$ cat src/rtl/interval_pkg.sv
package interval_pkg;
  typedef enum logic [1:0] {
    ST_IDLE  = 2'd0,
    ST_ARMED = 2'd1,
    ST_COUNT = 2'd2
  } ctl_state_e;

  localparam int unsigned ADDR_W = 3;
  localparam logic [ADDR_W-1:0] A_TRIG   = 3'd0;
  localparam logic [ADDR_W-1:0] A_SKIP   = 3'd1;
  localparam logic [ADDR_W-1:0] A_MODE   = 3'd2;
  localparam logic [ADDR_W-1:0] A_LIMIT  = 3'd3;
  localparam logic [ADDR_W-1:0] A_CMD    = 3'd4;
  localparam logic [ADDR_W-1:0] A_STATUS = 3'd5;
  localparam logic [ADDR_W-1:0] A_RESULT = 3'd6;
endpackage

$ cat src/rtl/trig_edge_sync.sv
module trig_edge_sync #(
  parameter int unsigned NTRIG = 8
) (
  input  logic             clk,
  input  logic             rst_n,
  input  logic [NTRIG-1:0] trig_i,
  output logic [NTRIG-1:0] rise_o,
  output logic [NTRIG-1:0] fall_o
);
  for (genvar i = 0; i < NTRIG; i++) begin : g_line
    logic meta_q, sync_q, prev_q;

    always_ff @(posedge clk or negedge rst_n) begin
      if (!rst_n) begin
        meta_q <= 1'b0;
        sync_q <= 1'b0;
        prev_q <= 1'b0;
      end else begin
        meta_q <= trig_i[i];
        sync_q <= meta_q;
        prev_q <= sync_q;
      end
    end

    assign rise_o[i] = sync_q & ~prev_q;
    assign fall_o[i] = ~sync_q & prev_q;

    // a detected edge lasts exactly one cycle
    a_r3_rise_single: assert property (@(posedge clk) disable iff (!rst_n)
      rise_o[i] |=> !rise_o[i]);
    a_r3_fall_single: assert property (@(posedge clk) disable iff (!rst_n)
      fall_o[i] |=> !fall_o[i]);
  end
endmodule

$ cat src/rtl/interval_regs.sv
module interval_regs
  import interval_pkg::*;
#(
  parameter int unsigned SEL_W     = 3,
  parameter int unsigned SKIP_W    = 8,
  parameter int unsigned CNT_W     = 24,
  parameter int unsigned DATA_W    = 32,
  localparam int unsigned TRIG_W   = 2 * SEL_W + 2
) (
  input  logic              clk,
  input  logic              rst_n,
  input  logic              wr_en,
  input  logic [ADDR_W-1:0] wr_addr,
  input  logic [CNT_W-1:0]  wr_low,
  input  logic              cfg_open,
  output logic [TRIG_W-1:0] trig_cfg,
  output logic [SKIP_W-1:0] skip_cfg,
  output logic [1:0]        mode_cfg,
  output logic [CNT_W-1:0]  limit_cfg
);
  logic we_trig, we_skip, we_mode, we_limit;

  assign we_trig  = wr_en && cfg_open && (wr_addr == A_TRIG);
  assign we_skip  = wr_en && cfg_open && (wr_addr == A_SKIP);
  assign we_mode  = wr_en && cfg_open && (wr_addr == A_MODE);
  assign we_limit = wr_en && cfg_open && (wr_addr == A_LIMIT);

  always_ff @(posedge clk or negedge rst_n) begin
    if (!rst_n) begin
      trig_cfg  <= '0;
      skip_cfg  <= '0;
      mode_cfg  <= '0;
      limit_cfg <= '0;
    end else begin
      if (we_trig)  trig_cfg  <= wr_low[TRIG_W-1:0];
      if (we_skip)  skip_cfg  <= wr_low[SKIP_W-1:0];
      if (we_mode)  mode_cfg  <= wr_low[1:0];
      if (we_limit) limit_cfg <= wr_low;
    end
  end

  // configuration frozen outside idle
  a_r2_cfg_frozen: assert property (@(posedge clk) disable iff (!rst_n)
    !cfg_open |=> $stable({trig_cfg, skip_cfg, mode_cfg, limit_cfg}));
endmodule

$ cat src/rtl/interval_fsm.sv
module interval_fsm
  import interval_pkg::*;
#(
  parameter int unsigned CNT_W  = 24,
  parameter int unsigned SKIP_W = 8
) (
  input  logic              clk,
  input  logic              rst_n,
  input  logic              arm,
  input  logic              abort,
  input  logic              start_ev,
  input  logic              stop_ev,
  input  logic              skip_en,
  input  logic [SKIP_W-1:0] skip_load,
  input  logic              sat_en,
  input  logic [CNT_W-1:0]  sat_limit,
  output ctl_state_e        state_o,
  output logic              done_o,
  output logic              sat_o,
  output logic [CNT_W-1:0]  result_o
);
  localparam logic [CNT_W-1:0] CNT_MAX = '1;

  ctl_state_e        state_q, state_d;
  logic [CNT_W-1:0]  cnt_q, cnt_d, cnt_inc;
  logic [SKIP_W-1:0] skip_q, skip_d;
  logic              done_q, done_d, sat_q, sat_d;
  logic [CNT_W-1:0]  res_q, res_d;

  assign cnt_inc = (cnt_q == CNT_MAX) ? cnt_q : cnt_q + 1'b1;

  always_comb begin
    state_d = state_q;
    cnt_d   = cnt_q;
    skip_d  = skip_q;
    done_d  = done_q;
    sat_d   = sat_q;
    res_d   = res_q;
    unique case (state_q)
      ST_IDLE: begin
        if (arm) begin
          state_d = ST_ARMED;
          done_d  = 1'b0;
          sat_d   = 1'b0;
          res_d   = '0;
          skip_d  = skip_load;
        end
      end
      ST_ARMED: begin
        if (abort) begin
          state_d = ST_IDLE;
        end else if (start_ev) begin
          state_d = ST_COUNT;
          cnt_d   = {{(CNT_W-1){1'b0}}, 1'b1};
        end
      end
      ST_COUNT: begin
        if (abort) begin
          state_d = ST_IDLE;
        end else if (sat_en && (cnt_q > sat_limit)) begin
          state_d = ST_IDLE;
          done_d  = 1'b1;
          sat_d   = 1'b1;
          res_d   = cnt_q;
        end else if (stop_ev && skip_en && (skip_q != '0)) begin
          skip_d = skip_q - 1'b1;
          cnt_d  = cnt_inc;
        end else if (stop_ev) begin
          state_d = ST_IDLE;
          done_d  = 1'b1;
          res_d   = cnt_q;
        end else begin
          cnt_d = cnt_inc;
        end
      end
      default: state_d = ST_IDLE;
    endcase
  end

  always_ff @(posedge clk or negedge rst_n) begin
    if (!rst_n) begin
      state_q <= ST_IDLE;
      cnt_q   <= '0;
      skip_q  <= '0;
      done_q  <= 1'b0;
      sat_q   <= 1'b0;
      res_q   <= '0;
    end else begin
      state_q <= state_d;
      cnt_q   <= cnt_d;
      skip_q  <= skip_d;
      done_q  <= done_d;
      sat_q   <= sat_d;
      res_q   <= res_d;
    end
  end

  assign state_o  = state_q;
  assign done_o   = done_q;
  assign sat_o    = sat_q;
  assign result_o = res_q;

  // saturation always reported together with done
  a_r6_sat_with_done: assert property (@(posedge clk) disable iff (!rst_n)
    sat_q |-> done_q);
  // abort from an active state lands in idle without done
  a_r9_abort_idle: assert property (@(posedge clk) disable iff (!rst_n)
    (abort && state_q != ST_IDLE) |=> (state_q == ST_IDLE && !done_q));
  // counter never wraps from all ones
  a_r7_no_wrap: assert property (@(posedge clk) disable iff (!rst_n)
    (state_q == ST_COUNT && cnt_q == CNT_MAX) |=> (cnt_q == CNT_MAX));
  // done only rises at the end of counting
  a_r8_done_from_count: assert property (@(posedge clk) disable iff (!rst_n)
    $rose(done_q) |-> ($past(state_q) == ST_COUNT));
  // result held in idle until an arm
  a_r8_result_hold: assert property (@(posedge clk) disable iff (!rst_n)
    (state_q == ST_IDLE && !arm) |=> $stable(res_q));
endmodule

$ cat src/rtl/interval_ctl.sv
module interval_ctl
  import interval_pkg::*;
#(
  parameter int unsigned NTRIG  = 8,
  parameter int unsigned CNT_W  = 24,
  parameter int unsigned SKIP_W = 8,
  parameter int unsigned DATA_W = 32
) (
  input  logic              clk,
  input  logic              rst_n,
  input  logic              wr_en,
  input  logic [2:0]        wr_addr,
  input  logic [DATA_W-1:0] wr_data,
  input  logic [2:0]        rd_addr,
  output logic [DATA_W-1:0] rd_data,
  input  logic [NTRIG-1:0]  trig_i
);
  localparam int unsigned SEL_W  = (NTRIG > 1) ? $clog2(NTRIG) : 1;
  localparam int unsigned TRIG_W = 2 * SEL_W + 2;

  logic [NTRIG-1:0]  rise_v, fall_v;
  logic [TRIG_W-1:0] trig_cfg;
  logic [SKIP_W-1:0] skip_cfg;
  logic [1:0]        mode_cfg;
  logic [CNT_W-1:0]  limit_cfg;
  ctl_state_e        state;
  logic              done, sat;
  logic [CNT_W-1:0]  result;
  logic [SEL_W-1:0]  start_sel, stop_sel;
  logic              start_pol, stop_pol;
  logic              start_ev, stop_ev, cmd_wr, arm, abort;
  logic              unused_wr_hi;

  assign unused_wr_hi = ^wr_data[DATA_W-1:CNT_W];

  trig_edge_sync #(.NTRIG(NTRIG)) i_sync (
    .clk(clk), .rst_n(rst_n), .trig_i(trig_i),
    .rise_o(rise_v), .fall_o(fall_v)
  );

  interval_regs #(.SEL_W(SEL_W), .SKIP_W(SKIP_W), .CNT_W(CNT_W), .DATA_W(DATA_W)) i_regs (
    .clk(clk), .rst_n(rst_n), .wr_en(wr_en), .wr_addr(wr_addr),
    .wr_low(wr_data[CNT_W-1:0]), .cfg_open(state == ST_IDLE),
    .trig_cfg(trig_cfg), .skip_cfg(skip_cfg), .mode_cfg(mode_cfg), .limit_cfg(limit_cfg)
  );

  assign start_sel = trig_cfg[SEL_W-1:0];
  assign start_pol = trig_cfg[SEL_W];
  assign stop_sel  = trig_cfg[2*SEL_W:SEL_W+1];
  assign stop_pol  = trig_cfg[2*SEL_W+1];
  assign start_ev  = start_pol ? fall_v[start_sel] : rise_v[start_sel];
  assign stop_ev   = stop_pol  ? fall_v[stop_sel]  : rise_v[stop_sel];

  assign cmd_wr = wr_en && (wr_addr == A_CMD);
  assign arm    = cmd_wr && wr_data[0];
  assign abort  = cmd_wr && wr_data[1];

  interval_fsm #(.CNT_W(CNT_W), .SKIP_W(SKIP_W)) i_fsm (
    .clk(clk), .rst_n(rst_n), .arm(arm), .abort(abort),
    .start_ev(start_ev), .stop_ev(stop_ev),
    .skip_en(mode_cfg[0]), .skip_load(skip_cfg),
    .sat_en(mode_cfg[1]), .sat_limit(limit_cfg),
    .state_o(state), .done_o(done), .sat_o(sat), .result_o(result)
  );

  always_comb begin
    rd_data = '0;
    unique case (rd_addr)
      A_TRIG:   rd_data = DATA_W'(trig_cfg);
      A_SKIP:   rd_data = DATA_W'(skip_cfg);
      A_MODE:   rd_data = DATA_W'(mode_cfg);
      A_LIMIT:  rd_data = DATA_W'(limit_cfg);
      A_STATUS: rd_data = DATA_W'({state == ST_COUNT, state == ST_ARMED, sat, done});
      A_RESULT: rd_data = DATA_W'(result);
      default:  rd_data = '0;
    endcase
  end

  // a repeated arm cannot push an active measurement back to waiting
  a_r10_arm_ignored: assert property (@(posedge clk) disable iff (!rst_n)
    (arm && !abort && state == ST_COUNT) |=> (state != ST_ARMED));
endmodule

$ cat config.mk
export PLATFORM = sky130hd
export DESIGN_NAME = interval_ctl
export DESIGN_NICKNAME = d
export VERILOG_FILES = /design/src/rtl/interval_pkg.sv /design/src/rtl/trig_edge_sync.sv /design/src/rtl/interval_regs.sv /design/src/rtl/interval_fsm.sv /design/src/rtl/interval_ctl.sv
export SDC_FILE = /design/constraint.sdc
export NUM_CORES = 1
export LEC_CHECK = 0
export BUFFER_PORTS_ARGS = -buffer_cell sky130_fd_sc_hd__buf_2
export CAP_MARGIN = 15
export CORE_MARGIN = 4
export CORE_UTILIZATION = 54
export DETAILED_ROUTE_END_ITERATION = 7
export GPL_TIMING_DRIVEN = 0
export MAX_ROUTING_LAYER = met4
export PLACE_DENSITY_LB_ADDON = 0.1
export SYNTH_ARGS = -nofsm -noshare
export SYNTH_HDL_FRONTEND = slang
export SYNTH_SLANG_ARGS = --single-unit
$ cat constraint.sdc
create_clock -name clk -period 2.9 [get_ports clk]
set_input_delay 0.29 -clock clk [delete_from_list [all_inputs] [get_ports clk]]
set_output_delay 0.29 -clock clk [all_outputs]
set_load 0.1 [all_outputs]
# Word level (Yosys, flattened, before mapping)
# Index checks and enable logic that the tools add are counted.
# classes
addsub,2
reduce_logical,22
eq_ne,25
magnitude_cmp,3
bitwise_logic,32
muxes,47
# ops
operator,count
$mux W24,12
$pmux W24 S6,1
$pmux W24 S2,2
$mux W8,4
$add A24 B1 Y24 const B,1
$eq A24 B24 Y1 const B,1
$gt A24 B24 Y1,1
$and A1 B1 Y1,16
$not A1 Y1,16
$pmux W8 S2,1
$mux W2,7
$mux W1,13
$bmux W1 S3,4
$eq A3 B2 Y1 const B,4
$logic_and A1 B1 Y1,11
$reduce_and A5 Y1,2
$eq A3 B3 Y1 const B,3
$lt A3 B4 Y1 const B,2
$ne A2 B2 Y1 const B,4
$reduce_and A4 Y1,2
$reduce_bool A8 Y1,1
$sub A8 B1 Y8 const B,1
$eq A3 B1 Y1 const B,2
$logic_not A3 Y1,2
13 further kinds,18
# totals
wordCells,165
output_inout_bits,32
regBits,126
in_bits,49

# Longest topological paths before layout
# logic_depth
word_depth,11
ltp_mapped,11

# Hierarchy
# A second synthesis with hierarchy kept.
# unflattened
hier_cells,682
hier_area_um2,7130.6
# by_module_without_submodules
module,cells_per_inst,area_each_um2,seq_area_each_um2,n_inst
interval_fsm,438,3886.2,1501.4,1
interval_regs,92,1626.6,1051.0,1
interval_ctl,112,877.1,0.0,1
trig_edge_sync,40,740.7,600.6,1

# Worst setup path before layout
# Ideal clock, no wire load.
# synth_path
path_type,input port to output port
start,input rd_addr[0]
end,output rd_data[5]
arrival_ns,3.285
path_stages,6
n_path_buf,2
slack_ns,-0.675
path_cell_list,clkbuf_1 > clkbuf_1 > mux2i_1 > nor2_1 > a31oi_1 > o21ai_0
# synth_via
elab_chain_len,2
# synth_rtl
element,line,text
start: declaration,interval_ctl.sv:14,"input logic [2:0] rd_addr,"
$eq A3 B3 Y1 (tied with other cells),interval_ctl.sv:68,unique case (rd_addr)
$pmux W24 S6 (*),interval_ctl.sv:68,
end: declaration,interval_ctl.sv:15,"output logic [DATA_W-1:0] rd_data,"
# Mark *: on every way between the ends. The rest lies on a longest branch, timed or not.

# Worst setup path in the final report
# layout_path
start,register i_fsm.cnt_q[11]
end,register i_fsm.res_q[21] (netlist: i_fsm.result_o[21])
# layout_via
elab_chain_len,5
# layout_rtl
element,line,text
start: declaration,interval_fsm.sv:25,"logic [CNT_W-1:0] cnt_q, cnt_d, cnt_inc;"
start signal: assignment,interval_fsm.sv:90,cnt_q <= cnt_d;
$gt A24 B24 Y1 (*),interval_fsm.sv:60,end else if (sat_en && (cnt_q > sat_limit)) begin
$logic_and A1 B1 Y1 (*),interval_fsm.sv:60,
$mux W24,interval_fsm.sv:60,
$mux W24,interval_fsm.sv:58,if (abort) begin
$pmux W24 S2,interval_fsm.sv:39,unique case (state_q)
end signal: assignment,interval_fsm.sv:94,res_q <= res_d;
end: declaration,interval_fsm.sv:28,"logic [CNT_W-1:0] res_q, res_d;"
# Mark *: on every way between the ends. The rest lies on a longest branch, timed or not. The select of a mux whose other input is x is not followed.
# A chain may end at the register's enable or synchronous reset.

==> results.sh <==
export IMPL_placed_area_sq_um=7417
export IMPL_synth_warnings=0
export IMPL_hold_ws_ps=93.54
export IMPL_power_total_uw=7189
export IMPL_synth_area_sq_um=6812
export IMPL_violations="setup timing"
export IMPL_initial_core_util_pct=56.01
export IMPL_dr_first_iter_drc_count=495
export IMPL_fin_worst_skew_ps=7.070
export IMPL_final_cell_area_sq_um=8587
export IMPL_cp_start_kind="flip-flop"
export IMPL_synth_seq_cells=126
export IMPL_routed_via_density=6.116
export IMPL_h_tree_depth=4
export IMPL_register_area_sq_um=3169
export IMPL_fin_util_pct=70.61
export IMPL_clk_path_buf_depth=2
export IMPL_min_period_over_period_pct=101.6
export IMPL_syn_inst=639
export IMPL_grt_pass1_wl_mm=29.01
export IMPL_worstMarginPinSlew_ps=643.9
export IMPL_grt_pass1_vias=5612
export IMPL_syn2layout_area_growth_pct=26.07
export IMPL_dr_pass1_iters=5
export IMPL_yosys_most_used_dff="dfrtp_1"
export IMPL_ys_types=60
export IMPL_gr_total_overflow=0
export IMPL_clkSlewWorstSetupHoldPaths_ps=60
export IMPL_via_count=5822
export IMPL_rsz0062_at_grt="true"
export IMPL_maxCapViolations=0
export IMPL_seq_power_share_pct=35.9
export IMPL_post_dp_hpwl_mm=12.43
export IMPL_routed_wl_mm=18.50
export IMPL_synth_edf_count=0
export IMPL_ant_nets=0
export IMPL_p_comb_share_pct=34.9
export IMPL_num_antenna_cells=0
export IMPL_cp_end_kind="flip-flop"
export IMPL_rows=40
export IMPL_fin_ws_ps=-46.72
export IMPL_io_pins=81
export IMPL_drive_gt1_share_pct=32.40
export IMPL_maxSlewHeadroom_pct=57.08
export IMPL_pwr_share_clk_pct=29.2
export IMPL_die_area_sq_um=14470
export IMPL_setup_viol=21
export IMPL_nets=847
export IMPL_n_fill_cell=917
export IMPL_cts_sinks=126
export IMPL_wire_per_inst_microns=19.43
export IMPL_multi_input_area_sq_um=3545
export IMPL_p_sw_uw=2731
export IMPL_grt_max_degree=97
export IMPL_total_leakage_power_uw=0.003868
export IMPL_status="finished with violations"
export IMPL_hp_class="primary input to flip-flop"
export IMPL_slew_viol_final=0
export IMPL_grt_antenna_before_repair=0
export IMPL_critPathMaxFanout=10
export IMPL_critPathKind="flip-flop to flip-flop"
export IMPL_ir_drop_mv=0.6367
export IMPL_cts_tree="built"
export IMPL_io_buffer_count=62
export IMPL_routabilityCongestion=0.8884
export IMPL_grt_util_all_layers_pct=26.46
export IMPL_cp_required_ps=3210
export IMPL_final_hold_violation_count=0
export IMPL_yosysSeqAreaShare_pct=46.29
export IMPL_arrival_ps=3260
export IMPL_clock_latency_ps=430
export IMPL_p_int_uw=4458
export IMPL_async_flop_share_pct=100.0
export IMPL_die_h_microns=120.3
export IMPL_drc_errors=0
export IMPL_period_needed_ps=2947
export IMPL_die_w_microns=120.3
export IMPL_avgSynthCellArea_sq_um=10.66
export IMPL_max_clock_freq_ghz=0.3394
export IMPL_swShare_pct=37.99
export IMPL_cts_root_buffer="clkbuf_16"
export IMPL_cts_buffers=17
export IMPL_core_area_sq_um=12160
export IMPL_powerDensity_nw_per_um2=837.2
## synth_stat cells, drive strengths merged (7+ instances only)
cell type / count / area, sq um
nor2: 28 / 105.1
o22a: 7 / 61.31
nand4: 14 / 93.84
o21a: 8 / 60.06
a22oi: 21 / 162.6
a31oi: 24 / 150.1
ha: 27 / 337.8
nand2b: 15 / 93.84
dfrtp: 126 / 3153
nor3: 12 / 71.32
nor2b: 21 / 131.4
nand2: 35 / 131.4
mux2: 44 / 495.5
buf: 16 / 131.4
clkbuf: 26 / 97.59
and3: 7 / 43.79
a22o: 26 / 227.7
nand3: 21 / 105.1
nand3b: 7 / 52.55
a21oi: 26 / 130.1
mux4: 7 / 157.7
o21ai: 30 / 161.4
inv: 31 / 116.4
## worst max-delay path, stage by stage, from the launching register on
cell and delay (ps):
dfrtp_2 490, ha_4 270, a21oi_1 150, o21ai_0 130, a221o_1 410, o311a_4 410
o21ba_4 250, buf_6 130, nor3_4 50, buf_12 150, buf_8 130, a22o_1 240
## through the flow
step / std cells / setup WS [ps] / TNS, ps
2_1_floorplan: 646 / 1.620 / 0
3_3_place_gp: 876 / -368.6 / -21680
3_5_place_dp: 877 / -414.0 / -19330
4_1_cts: 922 / 3.796 / 0
5_1_grt: 952 / -92.00 / -1785
6_report: 952 / -46.72 / -453.2
## timing repair
action                                  4_1_cts  5_1_grt
gates cloned                                  0        2
pin swaps                                     5       15
hold endpoints to repair                     38        0
gates resized for setup                      17       37
hold buffers                                  9        0
buffers inserted                              4       29
endpoints found under the setup margin       58       55
## power by group through the flow
stage,logic (uW),clock network (uW),registers (uW)
after global routing,2730,2210,2630
after floorplan,1760,0,2430
after CTS,2300,2120,2560
after detailed placement,2230,0,2580
final,2510,2100,2580
after global placement,2160,0,2560
## routing by layer
metal  GRT usage [%]  routed length [microns]  share of wire [%]  vias up
met5               -                        0                  0        -
met4           7.436                      318                1.7        0
met3           5.706                     1114                6.0       37
met2           40.96                     8945                 48      206
met1           35.71                     8120                 44     2931
li1                -                        -                  -     2648
## area by class of cell
cell class / count / share of cell area (%)
Buffer: 41 / 2.870
Clock buffer: 20 / 5.202
Clock inverter: 12 / 1.617
Inverter: 31 / 1.355
Multi-Input combinational cell: 447 / 41.28
Sequential cell: 126 / 36.91
Tap cell: 168 / 2.448
Timing Repair Buffer: 107 / 8.320
## placed cells by master, fill, tap and decap left out, drive strengths merged, types with 24 or more instances in the layout
| cell type | instances |
|---|---|
| ha | 27 |
| nor2 | 28 |
| mux2 | 44 |
| o21ai | 30 |
| a21oi | 26 |
| a31oi | 24 |
| dfrtp | 126 |
| buf | 114 |
| clkbuf | 45 |
| inv | 32 |
| nand2 | 35 |
| a22o | 26 |
## path summary, 6_finish.rpt
check,start,end,slack (ps),cells past startpoint
worst max-delay path,i_fsm.cnt_q[11],i_fsm.result_o[21],-50,11
worst min-delay path,wr_data[14],i_regs.limit_cfg[14],90,2
worst max register to register,i_fsm.cnt_q[11],i_fsm.result_o[21],-50,11
worst min register to register,i_sync.g_line[0].meta_q,i_sync.g_line[0].sync_q,350,0
max in group asynchronous,rst_n,i_fsm.cnt_q[23],1820,3
min in group asynchronous,rst_n,i_fsm.state_o[0],310,2
## logic make-up (layout without fill, tap and decap cells)
group,Yosys count,in the layout,synth area share [%]
other cells,1,8,0.05505
fa+ha+maj,27,27,4.960
buf+inv,73,211,5.070
flops,126,126,46.29
mux,57,57,10.47
simple gates,187,187,15.74
compound gates,168,168,17.41
Note: power is estimated with default switching activity, not from simulation.
